`src/rtl/instr_predecode.sv`:
```
module instr_predecode (
  input  logic [15:0] instr_word,
  input  logic [15:0] imm_word,
  output logic [1:0]  fmt,
  output logic [4:0]  opcode,
  output logic [3:0]  reg_a,
  output logic [3:0]  reg_y,
  output logic [7:0]  mode,
  output logic [15:0] disp,
  output logic        src_is_reg,
  output logic [3:0]  src_reg,
  output logic [15:0] src_value,
  output logic        has_imm,
  output logic        illegal_operand,
  output logic        illegal_opcode
);

  localparam logic [1:0] FMT_ARITH = 2'd0;
  localparam logic [1:0] FMT_LDST  = 2'd1;
  localparam logic [1:0] FMT_BR    = 2'd2;
  localparam logic [1:0] FMT_MISC  = 2'd3;

  logic [5:0] sel;
  logic       is_arith;

  assign fmt = !instr_word[15] ? FMT_ARITH :
               !instr_word[14] ? FMT_LDST  :
               !instr_word[13] ? FMT_BR    : FMT_MISC;

  assign is_arith = (fmt == FMT_ARITH);
  assign sel      = instr_word[5:0];

  always_comb begin
    opcode  = '0;
    reg_a   = '0;
    reg_y   = '0;
    mode    = '0;
    disp    = '0;
    has_imm = 1'b0;
    illegal_opcode = 1'b0;
    case (fmt)
      FMT_ARITH: begin
        opcode  = instr_word[14:10];
        reg_a   = instr_word[9:6];
        has_imm = (sel == 6'h10);
      end
      FMT_LDST: begin
        opcode  = {3'b000, instr_word[13:12]};
        reg_a   = instr_word[11:8];
        mode    = instr_word[7:0];
        has_imm = (instr_word[7:0] >= 8'h10) && (instr_word[7:0] <= 8'h2E);
      end
      FMT_BR: begin
        opcode  = {4'b0000, instr_word[12]};
        disp    = {{4{instr_word[11]}}, instr_word[11:0]};
      end
      default: begin
        opcode  = instr_word[12:8];
        reg_a   = instr_word[7:4];
        reg_y   = instr_word[3:0];
        has_imm = (instr_word[12:8] == 5'd1);
        illegal_opcode = (instr_word[12:8] >= 5'd4);
      end
    endcase
  end

  always_comb begin
    src_is_reg      = 1'b0;
    src_reg         = '0;
    src_value       = '0;
    illegal_operand = 1'b0;
    if (is_arith) begin
      if (!sel[5] && !sel[4]) begin
        src_is_reg = 1'b1;
        src_reg    = sel[3:0];
      end else if (sel[5]) begin
        src_value  = {11'd0, sel[4:0]};
      end else begin
        case (sel[3:0])
          4'h0:                src_value = imm_word;
          4'h1:                src_value = 16'hFFFF;
          4'h2, 4'h3, 4'h4:    illegal_operand = 1'b1;
          default:             src_value = 16'd1 << sel[3:0];
        endcase
      end
    end
  end

  always_comb begin
    AST_BRANCH_NO_IMM: assert (!(fmt == FMT_BR && has_imm));
    AST_REG_NO_CONST: assert (!(src_is_reg && src_value != 16'd0));
    AST_ILLEGAL_OPERAND_QUIET: assert (!(illegal_operand && (src_is_reg || src_value != 16'd0 || has_imm)));
    AST_ILLEGAL_OPCODE_MISC: assert (!(illegal_opcode && (fmt != FMT_MISC || has_imm)));
    AST_NONARITH_SRC_QUIET: assert (is_arith || (!src_is_reg && src_value == 16'd0 && !illegal_operand));
    AST_DISP_ONLY_BRANCH: assert (fmt == FMT_BR || disp == 16'd0);
  end

endmodule

```
`config.mk`:
```
export PLATFORM = sky130hd
export DESIGN_NAME = instr_predecode
export DESIGN_NICKNAME = d
export VERILOG_FILES = /design/src/rtl/instr_predecode.sv
export SDC_FILE = /design/constraint.sdc
export NUM_CORES = 1
export LEC_CHECK = 0
export ABC_AREA = 1
export CORE_MARGIN = 4
export CORE_UTILIZATION = 29
export DETAILED_ROUTE_END_ITERATION = 10
export PLACE_DENSITY_LB_ADDON = 0.1
export SETUP_SLACK_MARGIN = 0.02
export SYNTH_ARGS = -nofsm -noshare
export SYNTH_HDL_FRONTEND = slang
export SYNTH_SLANG_ARGS = --single-unit
```
`constraint.sdc`:
```
create_clock -name vclk -period 1.42
set_input_delay 0.213 -clock vclk [all_inputs]
set_output_delay 0.213 -clock vclk [all_outputs]
set_load 0.03 [all_outputs]
```
-- After elaboration in Yosys (flattened, before gate mapping)
Cells that the tools add are included.
- bits of input ports: 32
- register bits after elaboration: 0
- output and inout port bits: 63
- magnitude comparators: 3
- mux-type cells: 22
- shifts and indexed selects: 1
- equal/unequal tests: 8
- reduce and logical (&&, ||, !) cells: 8
- operators with widths (cell ; count):
    2-to-1 mux 16 bit ; 4
    one-hot mux 16 bit (3 select lines) ; 1
    << shifter 1 x 4 -> 16 bit (first input constant) ; 1
    one-hot mux 5 bit (3 select lines) ; 1
    2-to-1 mux 4 bit ; 3
    one-hot mux 4 bit (3 select lines) ; 1
    == test 4 x 2 -> 1 bit (second input constant) ; 2
    >= comparator 8 x 5 -> 1 bit (second input constant) ; 1
    <= comparator 8 x 6 -> 1 bit (second input constant) ; 1
    2-to-1 mux 1 bit ; 8
    2-to-1 mux 8 bit ; 1
    == test 6 x 5 -> 1 bit (second input constant) ; 1
    OR reduction 3 bit ; 2
    == test 5 x 1 -> 1 bit (second input constant) ; 1
    >= comparator 5 x 3 -> 1 bit (second input constant) ; 1
    == test 4 x 1 -> 1 bit (second input constant) ; 1
    == test 4 x 3 -> 1 bit (second input constant) ; 1
    logical NOT 4 bit ; 1
    2-to-1 mux 2 bit ; 2
    one-hot mux 1 bit (3 select lines) ; 1
    == test 2 x 1 -> 1 bit (second input constant) ; 1
    == test 2 bit (second input constant) ; 1
    logical AND 1 bit ; 2
    logical NOT 1 bit ; 2
    logical NOT 2 bit ; 1

-- Logic depth before layout (Yosys ltp)
Gate-level depths: netlist of the first run.
- word-level depth: 6
- depth in mapped cells: 7
- depth with buffers taken out: 6

-- Worst setup path before layout of the first run
Ideal clock, no wire load.
- path type: in2out
- start: input port instr_word[15]
- end: output port disp[12]
- slack: -0.242 ns
- stages on the path: 6
- path buffers: 2
- arrival: 1.449 ns
- cell sequence: buf_2 -> nand2_1 -> nor2_1 -> inv_1 -> nor2_1 -> buf_4
- longest elaborated chain between the ends: 3
- ends and longest elaborated chain (element ; RTL line ; RTL):
    start: declaration ; 2 ; input logic [15:0] instr_word,
    2-to-1 mux 2 bit ; 26 ; assign fmt = !instr_word[15] ? FMT_ARITH :
    == test 2 bit ; 41 ; case (fmt)
    2-to-1 mux 16 bit ; 41 ;
    end: declaration ; 9 ; output logic [15:0] disp,
No other way between the ends.

-- Final worst setup path of the first run
- start: input port instr_word[2]
- end: output port src_value[10]
- longest elaborated chain between the ends: 6
- elaborated cells on any way between the ends: 11
- classes of those cells: 4 x eq/ne; 1 x shift; 4 x mux; 2 x reduce/logical
- ends and longest elaborated chain (element ; RTL line ; RTL):
    == test 4 x 2 -> 1 bit or == test 4 x 3 -> 1 bit (tied branches) ; 79 ; case (sel[3:0])
    OR reduction 3 bit ; 79 ;
    one-hot mux 16 bit (3 select lines) * ; 79 ;
    2-to-1 mux 16 bit * ; 76 ; end else if (sel[5]) begin
    2-to-1 mux 16 bit * ; 73 ; if (!sel[5] && !sel[4]) begin
    2-to-1 mux 16 bit * ; 72 ; if (is_arith) begin
    end: declaration ; 12 ; output logic [15:0] src_value,
Every way passes the cells marked *; elsewhere a longest branch is shown, timed or not.

==> metrics.cfg, run 1 <==
[outcome]
status = finished, final reports clean

[critical_path]
cp_max_fo = 5
critPathCaptureType = output pin
worst_path_max_delay_cell = clkbuf_4
cp.arrival_ns = 1.15
cpLargestDelayFamily = buffers and inverters
path_buf_inv = 4
path_class = in2out
required_ns = 1.21
max_stage_delay_ns = 0.16
cp_cell_sequence = clkbuf_4, buf_4, inv_4, nand2_2, o21ai_1, nand2_1, a21oi_2, buf_6
cp-start-kind = input port

[cells_and_area]
area_growth_pct = 149
nets = 345
final-seq-area_um2 = 0
n_antenna_cell = 0
drive_above_1_share_pct = 55.3
fin_cells = 342
clkbuf_count = 0
post-route-util_pct = 76.8
n_sequential_cell = 0
finalInstanceArea_mm2 = 0.00215

[timing]
setup_tns_ns = 0
hold_viol = 0
grt_setup_unrepaired = yes
holdWs_ns = 0.788
relSlewSlack_pct = 85.6
fmax_mhz = 733
setup_viol = 0
setup_slack_ns = 0.0555
worst_slew_pin_slew_ns = 0.214
fin_crit_ns = 1.36
slew_violations = 0
period_share_pct = 96.1

[yosys]
synthesis.nets = 214
ys_warn_count = 0
synth-seq-area-share_pct = 0
avgSynthCellArea_um2 = 4.75
netlist_area_um2 = 865
syn_inst = 182
ys_types = 24

[clock_tree]
hold_buffers = 0

[job]
cap_viol_max_count = 0

[global_routing]
track_usage_pct = 21.0
grt_max_degree = 15
antenna_found_initial = 0
grt_pass1_wl_um = 7160
grt_pass1_vias = 1573
overflow = 0

[place]
postPlaceCellArea_mm2 = 0.00196
gp_congestion = 0.885
placedCellCount = 335
numPortBuffers = 95
hpwl_um = 3520
dp_slack_ns = -0.509

[power_and_ir_drop]
peakVddDrop_mv = 0.186
post-layout-total-power_uw = 693
p_per_area_mw_per_mm2 = 322
power_leakage_nw = 1.15

[floorplanning]
start_util_pct = 30.8
die_area_mm2 = 0.00392
design.core.area_mm2 = 0.00281
die_h_um = 62.6
rows = 19
die_w_um = 62.6
io_pins = 95

[min_path]
hold_class = in2out

[route]
routed_via_density = 4.91
wl_um = 4540
drtPass1Iterations = 4
drtIter0Drc = 61
drtAntennaViolNets = 0
drc = 0
wire_per_inst_um = 13.3
vias = 1680

-- power breakdown --
part / switching (mW) / internal (mW) / total, mW / leakage, nW
Combinational: 0.391 / 0.301 / 0.693 / 1.15
Sequential: 0 / 0 / 0 / 0
Clock: 0 / 0 / 0 / 0
Total: 0.391 / 0.301 / 0.693 / 1.15
-- cell families (layout without fill, tap and decap cells) --
group           Yosys count  in the layout  share of synthesized area, %
simple gates            112            112                          56.0
buf+inv                  35            164                          20.1
compound gates           35             35                          23.9
-- synthesized netlist by cell type (4+ instances only) --
| library cell | count | area share, % |
|---|---|---|
| nand2_1 | 51 | 22 |
| inv_2 | 4 | 1.7 |
| buf_2 | 4 | 2.3 |
| inv_1 | 19 | 8.2 |
| o221ai_1 | 4 | 4.1 |
| o21ai_1 | 4 | 2.3 |
| a21oi_1 | 14 | 8.1 |
| nor2_1 | 38 | 16 |
| buf_4 | 5 | 4.3 |
| nand3_1 | 8 | 4.6 |
| o21ai_0 | 6 | 3.5 |
| nand2_2 | 4 | 2.9 |
-- repair_timing --
action	CTS	global route
buffers inserted	5	2
resized for setup	72	34
endpoints found under the setup margin	63	46
pin swaps	13	9
-- path summary, 6_finish.rpt --
path	from	endpoint	cells after the start
worst max-delay path	instr_word[2]	src_value[10]	8
worst min-delay path	instr_word[14]	fmt[0]	3
-- layer usage --
| metal | GRT usage, % | wire length, um | vias to the layer above | share of wire (%) |
|---|---|---|---|---|
| met3 | 3.60 | 286 | 8 | 6.3 |
| li1 | - | - | 840 | - |
| met2 | 37.7 | 2250 | 67 | 50 |
| met4 | 2.75 | 81 | 0 | 1.8 |
| met1 | 26.6 | 1920 | 765 | 42 |
| met5 | 0 | 0 | - | 0 |
-- final cells by class --
class / instances / area (um2)
Inverter: 24 / 97.6
Timing Repair Buffer: 140 / 1160
Multi-Input combinational cell: 147 / 852
Fill cell: 234 / 652
Tap cell: 31 / 38.8
-- layout by cell type (no fill, tap or decap) --
| master | Yosys | final |
|---|---|---|
| buf_4 | 5 | 92 |
| nand2_1 | 51 | 45 |
| nor2_1 | 38 | 32 |
| clkdlybuf4s50_1 | 0 | 16 |
| buf_6 | 1 | 16 |
| a21oi_2 | 2 | 12 |
| inv_1 | 19 | 11 |
| inv_2 | 4 | 10 |
| nor2_4 | 3 | 8 |
| o21ai_1 | 4 | 7 |
| nand3_1 | 8 | 7 |
| nand2_2 | 4 | 6 |
| dlygate4sd2_1 | 0 | 5 |
| a21oi_1 | 14 | 4 |
| nor2_2 | 3 | 4 |
| nand2_4 | 0 | 4 |
| o22ai_1 | 3 | 3 |
| o221ai_2 | 0 | 3 |
| clkbuf_2 | 0 | 3 |
| buf_2 | 4 | 3 |
| nor3_2 | 0 | 2 |
| o21ai_2 | 0 | 2 |
| o211ai_1 | 2 | 2 |
| clkbuf_4 | 0 | 2 |
| dlymetal6s2s_1 | 0 | 2 |
| inv_4 | 0 | 1 |
| nand4_1 | 1 | 1 |
| inv_6 | 0 | 1 |
| nand3_2 | 1 | 1 |
| nand3_4 | 0 | 1 |
| clkinv_1 | 1 | 1 |
| o21ai_0 | 6 | 1 |
| o221ai_1 | 4 | 1 |
| and3_1 | 1 | 1 |
| buf_12 | 0 | 1 |
Note: power is estimated with default switching activity, not from simulation.
==> run 2, diff against run 1 <==
CORE_UTILIZATION = 32   (was 29)
clock period = 1.58 ns   (was 1.42 ns; I/O delays follow)
==> run 2 against run 1 <==
Effect of this change: global-route usage increased by 0.21 points; non-clock buffer count down 8; hold slack improved by 0.21 ns; count of clock-buffer cells in the layout stayed put; sequential share of layout area unchanged; final cell count is 2.6% lower; via count is 3.3% lower; design area decreased by 7.3%; highest routed layer unchanged.
==> metrics.cfg, run 2 (synthesis gave the netlist of run 1 again) <==
[route]
drtAntennaViolNets = 0  ; unchanged
drc = 0  ; unchanged
vias = 1624  ; -3.3%
drtPass1Iterations = 4  ; unchanged
wl_um = 4070  ; -10%
drtIter0Drc = 40  ; -34%
routed_via_density = 4.88  ; -0.72%
wire_per_inst_um = 12.2  ; -8.0%

[global_routing]
grt_use_met3_pct = 0.864  ; -2.7 points
overflow = 0  ; unchanged
track_usage_pct = 21.2  ; +0.21 points
grt_max_degree = 15  ; unchanged
global_route.usage.met2_pct = 38.1  ; +0.43 points
grt_pass1_vias = 1492  ; -5.1%
antenna_found_initial = 0  ; unchanged
grt_busiest_layer = met2
grtUsageMet1_pct = 28.1  ; +1.5 points
grt_pass1_wl_um = 6280  ; -12%

[timing]
fmax_mhz = 662
worst_slew_pin_slew_ns = 0.245  ; +0.0305 ns
slew_violations = 0  ; unchanged
period_share_pct = 95.6
fin_crit_ns = 1.51
grt_setup_unrepaired = yes
relSlewSlack_pct = 83.5  ; -2.1 points
setup_tns_ns = 0  ; unchanged
setup_viol = 0  ; unchanged
hold_viol = 0  ; unchanged

[cells_and_area]
clkbuf_count = 0  ; unchanged
final-seq-area_um2 = 0  ; unchanged
final_common_cell = buf_4
area_growth_pct = 131
n_antenna_cell = 0  ; unchanged
post-route-util_pct = 79.2  ; +2.4 points
n_sequential_cell = 0  ; unchanged
drive_above_1_share_pct = 46.2  ; -9.1 points
layout_common_cells = 94 x buf_4, 48 x nand2_1, 34 x nor2_1, 23 x clkdlybuf4s50_1, 15 x inv_1
nets = 337  ; -2.3%
finalInstanceArea_mm2 = 0.00200  ; -7.3%

[critical_path]
required_ns = 1.34  ; +0.13 ns
cp-start-kind = input port
critPathLaunch = instr_word[5]
cp.arrival_ns = 1.27  ; +0.12 ns
worstSetupEndpoint = src_value[5]
path_class = in2out
cp_max_fo = 4  ; -1
critPathCaptureType = output pin

[place]
numPortBuffers = 95  ; unchanged
hpwl_um = 3290  ; -6.7%
postPlaceCellArea_mm2 = 0.00189  ; -3.1%
gp_congestion = 0.833  ; -5.8%

[floorplanning]
die_h_um = 60.0  ; -4.2%
die_area_mm2 = 0.00360  ; -8.2%
rows = 18  ; -1
io_pins = 95  ; unchanged
start_util_pct = 34.3  ; +3.5 points
die_w_um = 60.0  ; -4.2%
design.core.area_mm2 = 0.00252  ; -10%

[power_and_ir_drop]
power_leakage_nw = 1.06  ; -7.9%
p_per_area_mw_per_mm2 = 291  ; -9.5%
peakVddDrop_mv = 0.235  ; +26%

[clock_tree]
hold_buffers = 0  ; unchanged

[outcome]
status = finished, final reports clean

[job]
cap_viol_max_count = 0  ; unchanged

[min_path]
hold_class = in2out

## run 2: cell types whose count changed in the layout (fill, tap and decap cells not counted), sizes merged
cell,delta
clkdlybuf4s50,+7
buf,-9
clkdlybuf4s15,+1
clkbuf,-4
dlygate4sd2,-1
dlymetal6s2s,-2
## run 2: how the worst min path moves through the flow
stage / depth (start not counted) / to / start / slack, ns
detailed placement: 4 / src_value[10] / imm_word[10] / 1.15
floorplan: 2 / src_value[4] / instr_word[4] / 0.64
finish: 3 / fmt[0] / instr_word[14] / 1.00
global route: 3 / fmt[0] / instr_word[14] / 1.04
CTS: 3 / fmt[0] / instr_word[14] / 0.98
global placement: 4 / src_value[13] / imm_word[13] / 1.14
## run 2: per-stage QoR
| stage | hold WS, ns | cells | setup WS [ns] | total power [mW] |
|---|---|---|---|---|
| floorplan | 0.639 | 182 | 0.0759 | 0.277 |
| global placement | 1.14 | 330 | -0.325 | 0.548 |
| detailed placement | 1.15 | 330 | -0.410 | 0.552 |
| CTS | 0.984 | 332 | 0.0133 | 0.561 |
| global route | 1.04 | 333 | -0.00541 | 0.621 |
| finish | 1.00 | 333 | 0.0688 | 0.582 |
## run 2: repair_timing
item / CTS / global route
buffers inserted: 2 / 1
gates cloned: 0 / 0
pin swaps: 3 / 5
resized for setup: 26 / 29
setup endpoints to repair: 58 / 28
## run 2: layout make-up
class                      instances  area (um2)
multi-input combinational        147         778
timing repair buffer             132        1090
tap                               30        37.5
fill                             207         526
inverter                          24        95.1
## run 2: layer usage
metal,vias to the layer above,wire length (um)
met5,-,0
met4,0,34
met3,4,328
met2,78,2020
met1,717,1690
li1,825,-
## run 2: report_power, final
group / internal, mW / total, mW / switching [mW]
Combinational: 0.252 / 0.582 / 0.329
Sequential: 0 / 0 / 0
Clock: 0 / 0 / 0
## run 2: worst max-delay path, stage by stage
cell and delay, ns:
dlygate4sd2_1 0.27, inv_2 0.07, nand2_2 0.07, nor2_4 0.12, buf_4 0.13, nand3_1 0.06
a21oi_1 0.13, buf_4 0.18
==> run 3, diff against run 2 <==
CORE_UTILIZATION = 60   (was 32)
DONT_BUFFER_PORTS = 1   (was unset)
clock period = 1.8 ns   (was 1.58 ns; I/O delays follow)
==> run 3 against run 2 <==
Effect of this change: combinational power fell by 43%; power fell by 43%; first-iteration DRC count rose to 2.7 times the previous value; final cell count fell by 28%; hold slack got worse by 0.40 ns; sequential share of layout area did not move; die area fell by 41%; design area fell by 39%.
==> metrics.cfg, run 3 (synthesis gave the netlist of run 1 again) <==
[outcome]
status = finished, final reports clean

[route]
vias = 1448  ; -11%
drtIter0Drc = 107  ; +170%
drc = 0  ; unchanged
routed_via_density = 6.03  ; +24%
drtPass1Iterations = 5  ; +1
wl_um = 3740  ; -8.1%
wire_per_inst_um = 15.6  ; +28%
drtAntennaViolNets = 0  ; unchanged

[critical_path]
cpLargestDelayFamily = simple AND/OR/NAND/NOR gates
critPathCaptureType = output pin
cp.arrival_ns = 1.31  ; +0.04 ns
cp_cell_sequence = inv_2, nand2_1, nor2_2, nand3_1, a21oi_1, buf_4
required_ns = 1.53  ; +0.19 ns
cp_max_fo = 13  ; +9
path_buf_inv = 2  ; -2
path_class = in2out
worst_path_max_delay_cell = nor2_2
max_stage_delay_ns = 0.39  ; +0.12 ns
cp-start-kind = input port

[place]
postPlaceCellArea_mm2 = 0.00122  ; -35%
hpwl_um = 3030  ; -7.9%
placedCellCount = 240  ; -27%
numPortBuffers = 0  ; -100%
gp_congestion = 0.960  ; +15%

[global_routing]
antenna_found_initial = 0  ; unchanged
grt_pass1_wl_um = 5430  ; -14%
track_usage_pct = 33.7  ; +12 points
grt_pass1_vias = 1284  ; -14%
overflow = 0  ; unchanged
grt_max_degree = 18  ; +3

[timing]
fin_crit_ns = 1.58
fmax_mhz = 634
period_share_pct = 87.6
setup_tns_ns = 0  ; unchanged
worst_slew_pin_slew_ns = 0.698  ; +0.453 ns
relSlewSlack_pct = 53.3  ; -30 points
slew_violations = 0  ; unchanged
setup_viol = 0  ; unchanged
hold_viol = 0  ; unchanged
grt_setup_unrepaired = no
holdWs_ns = 0.603  ; -0.399 ns

[cells_and_area]
fin_cells = 240  ; -28%
drive_above_1_share_pct = 32.0  ; -14 points
n_sequential_cell = 0  ; unchanged
area_growth_pct = 41.7
n_antenna_cell = 0  ; unchanged
multi_input_area_um2 = 698  ; -10%
finalInstanceArea_mm2 = 0.00122  ; -39%
layout_common_cells = 53 x buf_4, 51 x nand2_1, 37 x nor2_1, 19 x inv_1, 14 x a21oi_1
final-seq-area_um2 = 0  ; unchanged
nets = 259  ; -23%
num-fill-cells = 63  ; -70%
final_common_cell = buf_4
clkbuf_count = 0  ; unchanged

[clock_tree]
cts_resized = 0  ; -100%
post_cts_buffers = 0  ; -2
hold_buffers = 0  ; unchanged

[power_and_ir_drop]
power_leakage_nw = 0.677  ; -36%
power_switching_uw = 231  ; -30%
internal-power_uw = 100  ; -60%
peakVddDrop_mv = 0.216  ; -8.2%
p_comb_share_pct = 100.0  ; about the same
p_per_area_mw_per_mm2 = 270  ; -7.3%
seqPwrFrac_pct = 0  ; unchanged
clockPowerShare_pct = 0  ; unchanged
post-layout-total-power_uw = 331  ; -43%
p_sw_share_pct = 69.8  ; +13 points

[floorplanning]
die_area_mm2 = 0.00211  ; -41%
start_util_pct = 64.8  ; +31 points
die_h_um = 46.0  ; -23%
rows = 13  ; -5
die_w_um = 46.0  ; -23%
design.core.area_mm2 = 0.00133  ; -47%
io_pins = 95  ; unchanged

[min_path]
hold_class = in2out
whs_path_depth = 1  ; -2
holdPathEnd = src_value[2]
min_from = instr_word[15]

[job]
cap_viol_max_count = 0  ; unchanged

-- run 3: worst max-delay path by stage --
stage               slack, ns  depth (start not counted)            to      startpoint
CTS                      0.28                          6  src_value[6]   instr_word[5]
floorplan                0.02                          6      disp[12]  instr_word[15]
global route             0.13                          6  src_value[5]   instr_word[5]
finish                   0.22                          6  src_value[6]   instr_word[5]
global placement         0.39                          6  src_value[5]   instr_word[5]
detailed placement       0.28                          6  src_value[6]   instr_word[5]
-- run 3: power groups by stage --
stage / Combinational (mW) / Sequential [mW] / Clock (mW)
after CTS: 0.326 / 0 / 0
final: 0.331 / 0 / 0
after floorplan: 0.242 / 0 / 0
after global routing: 0.348 / 0 / 0
after global placement: 0.315 / 0 / 0
after detailed placement: 0.325 / 0 / 0
-- run 3: cell type report --
cell class | count | area share [%]
tap | 15 | 1.53
inverter | 24 | 7.35
multi-input combinational | 147 | 57.0
timing repair buffer | 54 | 34.1
-- run 3: routing by layer --
metal	up-vias	share of wire (%)	track usage, %
met1	617	33	38.4
met5	-	0	0
li1	667	-	-
met4	0	2.7	10.2
met2	145	50	62.6
met3	19	14	4.74
-- run 3: metrics by stage --
step                      utilization [%]  worst slack, ns
after global routing                 91.8            0.132
final                                91.8            0.224
after CTS                            91.8            0.276
after global placement               91.8            0.385
after detailed placement             91.8            0.276
after floorplan                         -           0.0237
